===== src/rtl/cpu16_pkg.sv =====
package cpu16_pkg;

  localparam int FLD = 4;           // width of each instruction field
  localparam int NREG = 1 << FLD;   // register count addressed by a field
  localparam int IW = 16;           // instruction word width

  localparam logic [3:0] OP_LADR = 4'h1;  // register <= address literal
  localparam logic [3:0] OP_LDIR = 4'h2;  // register <= mem[literal]
  localparam logic [3:0] OP_LIMM = 4'h3;  // register <= constant
  localparam logic [3:0] OP_LIDX = 4'h4;  // register <= mem[base + off]
  localparam logic [3:0] OP_LIND = 4'h5;  // register <= mem[base]
  localparam logic [3:0] OP_COPY = 4'h6;
  localparam logic [3:0] OP_ADD  = 4'h7;
  localparam logic [3:0] OP_SUB  = 4'h8;
  localparam logic [3:0] OP_AND  = 4'h9;
  localparam logic [3:0] OP_OR   = 4'hA;
  localparam logic [3:0] OP_BRA  = 4'hE;
  localparam logic [3:0] OP_STOP = 4'hF;

  typedef enum logic [2:0] {
    ST_FETCH, ST_FWAIT, ST_DECODE, ST_EXEC, ST_LWAIT, ST_HALT
  } state_t;

  function automatic logic is_load(input logic [3:0] op);
    return (op == OP_LDIR) || (op == OP_LIDX) || (op == OP_LIND);
  endfunction

  function automatic logic is_alu(input logic [3:0] op);
    return (op == OP_ADD) || (op == OP_SUB) || (op == OP_AND) || (op == OP_OR);
  endfunction

endpackage


===== src/rtl/cpu16_seq.sv =====
module cpu16_seq
  import cpu16_pkg::*;
(
  input  logic       clk,
  input  logic       rst,
  input  logic [3:0] op,
  output state_t     st
);

  state_t nxt;

  always_comb begin
    nxt = st;
    case (st)
      ST_FETCH:  nxt = ST_FWAIT;
      ST_FWAIT:  nxt = ST_DECODE;
      ST_DECODE: nxt = ST_EXEC;
      ST_EXEC: begin
        if (op == OP_STOP)   nxt = ST_HALT;
        else if (is_load(op)) nxt = ST_LWAIT;
        else                 nxt = ST_FETCH;
      end
      ST_LWAIT:  nxt = ST_FETCH;
      default:   nxt = ST_HALT;
    endcase
  end

  always_ff @(posedge clk) begin
    if (rst) st <= ST_FETCH;
    else     st <= nxt;
  end

endmodule


===== src/rtl/cpu16_regfile.sv =====
module cpu16_regfile #(
  parameter int DW = 16,
  parameter int NR = 16,
  localparam int SW = $clog2(NR)
) (
  input  logic          clk,
  input  logic          rst,
  input  logic          we,
  input  logic [SW-1:0] wa,
  input  logic [DW-1:0] wd,
  input  logic [SW-1:0] ra0,
  output logic [DW-1:0] rd0,
  input  logic [SW-1:0] ra1,
  output logic [DW-1:0] rd1
);

  logic [DW-1:0] regs [NR];

  always_ff @(posedge clk) begin
    if (rst) begin
      for (int i = 0; i < NR; i++) regs[i] <= '0;
    end else if (we) begin
      regs[wa] <= wd;
    end
  end

  assign rd0 = regs[ra0];
  assign rd1 = regs[ra1];

endmodule


===== src/rtl/cpu16_alu.sv =====
module cpu16_alu
  import cpu16_pkg::*;
#(
  parameter int DW = 16
) (
  input  logic [3:0]    op,
  input  logic [DW-1:0] a,
  input  logic [DW-1:0] b,
  output logic [DW-1:0] y,
  output logic          ovf
);

  localparam int MSB = DW - 1;

  always_comb begin
    y   = '0;
    ovf = 1'b0;
    case (op)
      OP_ADD: begin
        y   = a + b;
        ovf = (a[MSB] == b[MSB]) && (y[MSB] != a[MSB]);
      end
      OP_SUB: begin
        y   = a - b;
        ovf = (a[MSB] != b[MSB]) && (y[MSB] != a[MSB]);
      end
      OP_AND:  y = a & b;
      OP_OR:   y = a | b;
      default: y = '0;
    endcase
  end

endmodule


===== src/rtl/cpu16_core.sv =====
module cpu16_core
  import cpu16_pkg::*;
#(
  parameter int DW = 16,
  parameter int AW = 16
) (
  input  logic          clk,
  input  logic          rst,
  output logic [AW-1:0] mem_addr,
  output logic          mem_rd,
  input  logic [DW-1:0] mem_rdata,
  output logic          halted,
  output logic          ovf
);

  state_t        st;
  logic [AW-1:0] pc;
  logic [IW-1:0] ir;
  logic [DW-1:0] opa, opb;
  logic [DW-1:0] rd0, rd1, alu_y, wd;
  logic          alu_ovf, we;
  logic [AW-1:0] ea;

  logic [3:0]     op;
  logic [FLD-1:0] f_d, f_s, f_t;
  logic [7:0]     lit8;

  assign op   = ir[15:12];
  assign f_d  = ir[11:8];
  assign f_s  = ir[7:4];
  assign f_t  = ir[3:0];
  assign lit8 = ir[7:0];

  cpu16_seq u_seq (.clk(clk), .rst(rst), .op(op), .st(st));

  cpu16_regfile #(.DW(DW), .NR(NREG)) u_rf (
    .clk(clk), .rst(rst), .we(we), .wa(f_d), .wd(wd),
    .ra0(f_s), .rd0(rd0), .ra1(f_t), .rd1(rd1)
  );

  cpu16_alu #(.DW(DW)) u_alu (.op(op), .a(opa), .b(opb), .y(alu_y), .ovf(alu_ovf));

  // effective address for the three memory-reading loads
  always_comb begin
    case (op)
      OP_LIDX: ea = AW'(opa) + AW'(f_t);
      OP_LIND: ea = AW'(opa);
      default: ea = AW'(lit8);
    endcase
  end

  assign mem_rd   = (st == ST_FETCH) || ((st == ST_EXEC) && is_load(op));
  assign mem_addr = (st == ST_EXEC) ? ea : pc;
  assign halted   = (st == ST_HALT);

  // register write-back: execute-stage results or returned load data
  always_comb begin
    we = 1'b0;
    wd = alu_y;
    if (st == ST_LWAIT) begin
      we = 1'b1;
      wd = mem_rdata;
    end else if (st == ST_EXEC) begin
      if (op == OP_LADR || op == OP_LIMM) begin
        we = 1'b1;
        wd = DW'(lit8);
      end else if (op == OP_COPY) begin
        we = 1'b1;
        wd = opa;
      end else if (is_alu(op)) begin
        we = 1'b1;
      end
    end
  end

  always_ff @(posedge clk) begin
    if (rst) begin
      pc  <= '0;
      ir  <= '0;
      opa <= '0;
      opb <= '0;
      ovf <= 1'b0;
    end else begin
      case (st)
        ST_FETCH:  pc <= pc + AW'(1);
        ST_FWAIT:  ir <= mem_rdata[IW-1:0];
        ST_DECODE: begin
          opa <= rd0;
          opb <= rd1;
        end
        ST_EXEC: begin
          if (op == OP_BRA) pc <= pc + {{(AW-8){lit8[7]}}, lit8};
          if (op == OP_ADD || op == OP_SUB) ovf <= alu_ovf;
        end
        default: ;
      endcase
    end
  end

endmodule


===== config.mk =====
export PLATFORM = sky130hd
export DESIGN_NAME = cpu16_core
export DESIGN_NICKNAME = d
export VERILOG_FILES = /design/src/rtl/cpu16_pkg.sv /design/src/rtl/cpu16_seq.sv /design/src/rtl/cpu16_regfile.sv /design/src/rtl/cpu16_alu.sv /design/src/rtl/cpu16_core.sv
export SDC_FILE = /design/constraint.sdc
export NUM_CORES = 1
export LEC_CHECK = 0
export ABC_AREA = 1
export BUFFER_PORTS_ARGS = -buffer_cell sky130_fd_sc_hd__buf_4
export CORE_MARGIN = 8
export CORE_UTILIZATION = 36
export DETAILED_ROUTE_END_ITERATION = 8
export SYNTH_ARGS = -nofsm -noshare
export SYNTH_HDL_FRONTEND = slang
export SYNTH_SLANG_ARGS = --single-unit
export TNS_END_PERCENT = 100

===== constraint.sdc =====
create_clock -name clk -period 3.81 [get_ports clk]
set_input_delay 0.1905 -clock clk [delete_from_list [all_inputs] [get_ports clk]]
set_output_delay 0.1905 -clock clk [all_outputs]
set_load 0.005 [all_outputs]

---- Word-level counts from Yosys, hierarchy flattened ----
Memory sizes are Yosys's and may differ from the RTL's. A register that Yosys moved wholly into a read port is not among the register bits.
Index checks and enable logic that the tools add are counted.
word-level totals
  memories ................................ 1
  memory bits (writable) .................. 256
  register bits after elaboration ......... 36
  input bits .............................. 18
cells by class
  eq/ne operators ......................... 22
  reduce and logical (&&, ||, !) cells .... 15
  add/subtract/negate cells ............... 5
  multiplexer cells ....................... 26
  bitwise logic cells ..................... 2
memories
  name       words  width  read ports  clocked after memory_dff  write ports  line                 source
  u_rf.regs  16     16     2           2                         16           cpu16_regfile.sv:17  logic [DW-1:0] regs [NR];
operator list
  cell                                                                    count
  16-bit two-way mux                                                      7
  16-bit case mux with 2 select lines                                     2
  16-bit case mux with 4 select lines                                     1
  16-bit adder                                                            2
  4-bit equality test (second input constant)                             5
  16-bit by 1-bit adder with 16-bit output (second input constant)        1
  16-bit by 4-bit adder with 16-bit output                                1
  16-bit bitwise AND                                                      1
  4-bit by 3-bit equality test with 1-bit output (second input constant)  4
  16-bit bitwise OR                                                       1
  16-bit OR reduction                                                     1
  16-bit subtractor                                                       1
  3-bit case mux with 5 select lines                                      1
  1-bit two-way mux                                                       11
  4-bit by 2-bit equality test with 1-bit output (second input constant)  2
  1-bit logical OR                                                        7
  3-bit by 2-bit equality test with 1-bit output (second input constant)  2
  3-bit equality test (second input constant)                             2
  3-bit two-way mux                                                       2
  4-bit by 1-bit equality test with 1-bit output (second input constant)  1
  4-bit two-way mux                                                       1
  2-bit AND reduction                                                     2
  3-bit by 1-bit equality test with 1-bit output (second input constant)  1
  1-bit logical AND                                                       3
  other kinds (6)                                                         8

---- Logic depth before layout (Yosys ltp) ----
  depth in word-level cells ............... 14
  gate-level depth with buffers ........... 18
  gate-level depth less buffers ........... 16

---- By module ----
From an unflattened synthesis, not the netlist that was laid out.
unflattened totals
  cell total of the unflattened synthesis .. 3,224
  area total of the unflattened synthesis .. 22,440.3 sq um
by module, submodules not included
  module         seq. area each (sq um)  cells an instance  instances  area an instance (sq um)
  cpu16_regfile  7,687.4                 1,966              1          14,899.3
  cpu16_core     1,301.2                 713                1          4,453.0
  cpu16_alu      0.0                     514                1          2,902.8
  cpu16_seq      60.1                    31                 1          185.2

---- Worst setup path after synthesis ----
No wires, ideal clock.
  path type ............................... register to register
  from .................................... reg ir[0]
  to ...................................... reg pc[12]
  stages on the path, launching flop included .. 15
  required time ........................... 3.754 ns
  setup slack ............................. 1.022 ns
  period minus slack after synthesis ...... 2.788 ns
  setup time .............................. 0.056 ns
  arrival ................................. 2.732 ns
  cell sequence ........................... dfxtp_1 -> clkbuf_1 -> inv_1 -> clkbuf_1 -> buf_1 -> nand2_1 -> ha_1 -> inv_1 -> fa_1 -> o21ai_0 -> nand4_1 -> nand3_1 -> a21oi_1 -> or2_2 -> inv_1
between the ends
  cells in the longest elaborated chain, start to end .. 3
ends and longest elaborated chain
  element                              line              source
  start, declared                      cpu16_core.sv:18  logic [IW-1:0] ir;
  start signal, assigned               cpu16_core.sv:86  ST_FWAIT: ir <= mem_rdata[IW-1:0];
  16-bit adder                         cpu16_core.sv:92  if (op == OP_BRA) pc <= pc + {{(AW-8){lit8[7]}}, lit8};
  16-bit two-way mux                   cpu16_core.sv:92
  16-bit case mux with 2 select lines  cpu16_core.sv:84  case (st)
  end signal, assigned                 cpu16_core.sv:85  ST_FETCH: pc <= pc + AW'(1);
  end signal, assigned                 cpu16_core.sv:92
  end, declared                        cpu16_core.sv:17  logic [AW-1:0] pc;
Every way passes these cells. The select of a mux whose other input is x is not followed.
A chain may end at the register's enable or synchronous reset.

---- Worst setup path in the final report ----
  from .................................... reg ir[14]
  to ...................................... out mem_addr[12]
between the ends
  cells in the longest elaborated chain, start to end .. 3
  elaborated cells between the ends (all ways) .. 4
  those cells by class .................... eq/ne: 2; mux: 2
ends and longest elaborated chain
  element                                         line              source
  4-bit by 3-bit equality test with 1-bit output  cpu16_core.sv:45  case (op)
  16-bit case mux with 2 select lines (*)         cpu16_core.sv:45
  16-bit two-way mux (*)                          cpu16_core.sv:53  assign mem_addr = (st == ST_EXEC) ? ea : pc;
  end, declared                                   cpu16_core.sv:9   output logic [AW-1:0] mem_addr,
Mark *: on every way between the ends. The rest lies on a longest branch, timed or not.

==> flow_metrics.env <==
export IMPL_track_usage=0.248
export IMPL_vias=20100
export IMPL_finalSetupTns_ps=0
export IMPL_clk_path_buf_depth=3
export IMPL_portBuffers=36
export IMPL_synthTopCellsByArea="edfxtp_1, o21ai_0, nor2_1"
export IMPL_multi_input_area_um2=9760
export IMPL_syn_instance_count=2671
export IMPL_post_synth_cell_area_avg_um2=7.70
export IMPL_grt_overflow_total=0
export IMPL_cts_sinks=324
export IMPL_worstMarginPinSlew_ps=1390
export IMPL_critPathKind="flip-flop to output pin"
export IMPL_yosysTopAreaCell="edfxtp_1"
export IMPL_ys_seq_area_frac=0.440
export IMPL_hold_depth=3
export IMPL_reg2reg_to="u_rf.regs[0][11]"
export IMPL_whs_ps=19.4
export IMPL_synth_area_um2=20600
export IMPL_core_area_um2=56500
export IMPL_synth_edf_count=256
export IMPL_grt_pass1_vias=18600
export IMPL_fin_area_um2=23300
export IMPL_p_total_mw=10.3
export IMPL_regArea_um2=9060
export IMPL_place_gp_congestion=1.01
export IMPL_required_ps=3620
export IMPL_cp_end_kind="output pin"
export IMPL_status="finished, final reports clean"
export IMPL_viasPerCell=5.79
export IMPL_cpMostUsedCell="inv_1"
export IMPL_io_pins=37
export IMPL_yosys_warnings=0
export IMPL_routed_wl_um=82600
export IMPL_numCtsBuffers=37
export IMPL_fin_skew_ps=26.2
export IMPL_grt_pass1_wl_um=121000
export IMPL_post_route_min_period_ps=3540
export IMPL_min_from="mem_rdata[7]"
export IMPL_dp_cells=3388
export IMPL_nets=2774
export IMPL_slew_headroom=0.0715
export IMPL_cts_clk_slew_worst_paths_ps=70
export IMPL_finalSetupViolCount=0
export IMPL_critPathLaunchType="flip-flop"
export IMPL_synthToLayoutAreaGrowth_pct=13.4
export IMPL_fin_crit_sh=0.929
export IMPL_drive_gt1_frac=0.0926
export IMPL_fp_dieW_um=255
export IMPL_ant_nets=0
export IMPL_critPathSlowestCell="o21ai_0"
export IMPL_max_vdd_ir_drop_mv=0.267
export IMPL_slowest_delay_ps=540
export IMPL_grt_use_met3=0.0495
export IMPL_antenna_found_initial=4
export IMPL_insertion_delay_ps=560
export IMPL_fp_dieArea_um2=65000
export IMPL_reg2reg_depth=13
export IMPL_cp_top_family="compound AO/OA/AOI/OAI gates"
export IMPL_drt_iter0_markers=2721
export IMPL_busiest_layer="met2"
export IMPL_fin_ws_ps=269
export IMPL_final_cell_mix="o21ai_0, nor2_1, inv_1, nand2_1, a21oi_1"
export IMPL_synth_nets=2762
export IMPL_dp_slack_ps=562
export IMPL_synth_top_area_frac=0.374
export IMPL_htreeDepth=2
export IMPL_die_y_um=255
export IMPL_fillers=5639
export IMPL_clock_fmax_mhz=282
export IMPL_use_met1=0.324
export IMPL_regToRegStartpoint="opa[9]"
export IMPL_worstPathArrival_ps=3350
export IMPL_fin_cells=3470
export IMPL_hold_viol_final=0
export IMPL_cp_num_buf_inv=5
export IMPL_rsz0062_at_grt="no"
export IMPL_wl_per_cell_um=23.8
export IMPL_grt_max_degree=178
export IMPL_final_common_cell="o21ai_0"
export IMPL_placed_area_um2=22000
export IMPL_met2_usage=0.395
export IMPL_worstPathCellList="inv_1 -> nor2_1 -> inv_1 -> nor2_1 -> inv_1 -> nor2_1 -> inv_1 -> a21oi_1 -> a22oi_1 -> o21ai_0 -> buf_4"
export IMPL_drc=0
export IMPL_rows=87
export IMPL_cts_tree="done"
export IMPL_synth_ff_type="edfxtp_1"
export IMPL_root_buffer="clkbuf_16"
export IMPL_ys_ff_latch=324
export IMPL_fin_util=0.413
export IMPL_cts_setup_buffers=0
export IMPL_start_util=0.364
export IMPL_slew_viol_final=0
export IMPL_reg2reg_slack_ps=530
export IMPL_place_detailed_hpwl_um=57900
export IMPL_min_to="ir[7]"
export IMPL_synthArstFlopShare=0
export IMPL_critPathMaxFanout=8
export IMPL_power_density_nw_per_um2=441
export IMPL_first_pass_iters=8
export IMPL_worst_hold_path_type="input port to flip-flop"
export IMPL_drv_cap=0
export IMPL_p_leak_nw=9.22
export IMPL_synth_distinct_cells=49
Yosys cell counts, drive strengths merged, types with 30 or more instances:
library cell / count
o21ai: 521
a211oi: 30
inv: 271
o22ai: 30
clkbuf: 148
a21oi: 260
nand2: 281
nor2: 488
ha: 69
nand3: 82
edfxtp: 256
dfxtp: 68
worst register-to-register path: stages, from the launching register on:
cell      delay (ps)
dfxtp_1          500
inv_1            210
ha_1             470
nor2_1           190
inv_1             70
nor3_1           330
nand3_1          140
nand3_1          170
nand2_1           70
nand2_1           60
o21bai_1          90
o21ai_1          230
buf_4            330
a21oi_1          130
where the power goes:
group,internal (mW),leakage [nW],total [mW],switching (mW)
Combinational,0.676,5.42,2.44,1.77
Clock,2.19,0.596,3.74,1.55
Sequential,3.96,3.21,4.10,0.134
Total,6.83,9.22,10.3,3.45
layout make-up:
type / instances / share of cell area
clock inverters: 20 / 0.0110
repair buffers: 150 / 0.0549
inverters: 273 / 0.0439
clock buffers: 47 / 0.0422
diodes: 3 / 0.000322
multi-input cells: 1897 / 0.419
well taps: 756 / 0.0405
flip-flops and latches: 324 / 0.389
metal layers:
| metal | up-vias | part of all wire |
|---|---|---|
| met3 | 197 | 0.10 |
| met1 | 9583 | 0.40 |
| li1 | 9144 | - |
| met2 | 1165 | 0.45 |
| met4 | 2 | 0.046 |
| met5 | - | 0.00018 |
cells by family after synthesis:
group,after synthesis,share of synthesized area
compound gates,907,0.236
flops,324,0.440
xor+xnor,13,0.00553
simple gates,904,0.185
fa+ha+maj,73,0.0459
buf+inv,450,0.0877
how the worst max path moves through the flow:
stage / start / end / slack, ps / cells past startpoint
floorplan: ir[0] / pc[12] / 1020 / 14
global placement: opa[9] / u_rf.regs[11][11] / 590 / 13
detailed placement: opa[9] / u_rf.regs[0][11] / 560 / 13
CTS: opa[0] / mem_addr[12] / 320 / 11
global route: opa[1] / mem_addr[12] / 70 / 10
finish: ir[14] / mem_addr[12] / 270 / 11
registers in the layout, indices dropped and copies added (netlist names):
| signal | count |
|---|---|
| ir | 16 |
| ovf | 1 |
| opb | 16 |
| opa | 16 |
| pc | 16 |
| u_rf.regs | 256 |
| u_seq.st | 3 |
timing repair:
item | in CTS | in global routing
hold buffers | 12 | 0
gates resized for setup | 0 | 0
endpoints found under the hold margin | 12 | 0
Note: power is estimated with default switching activity, not from simulation.
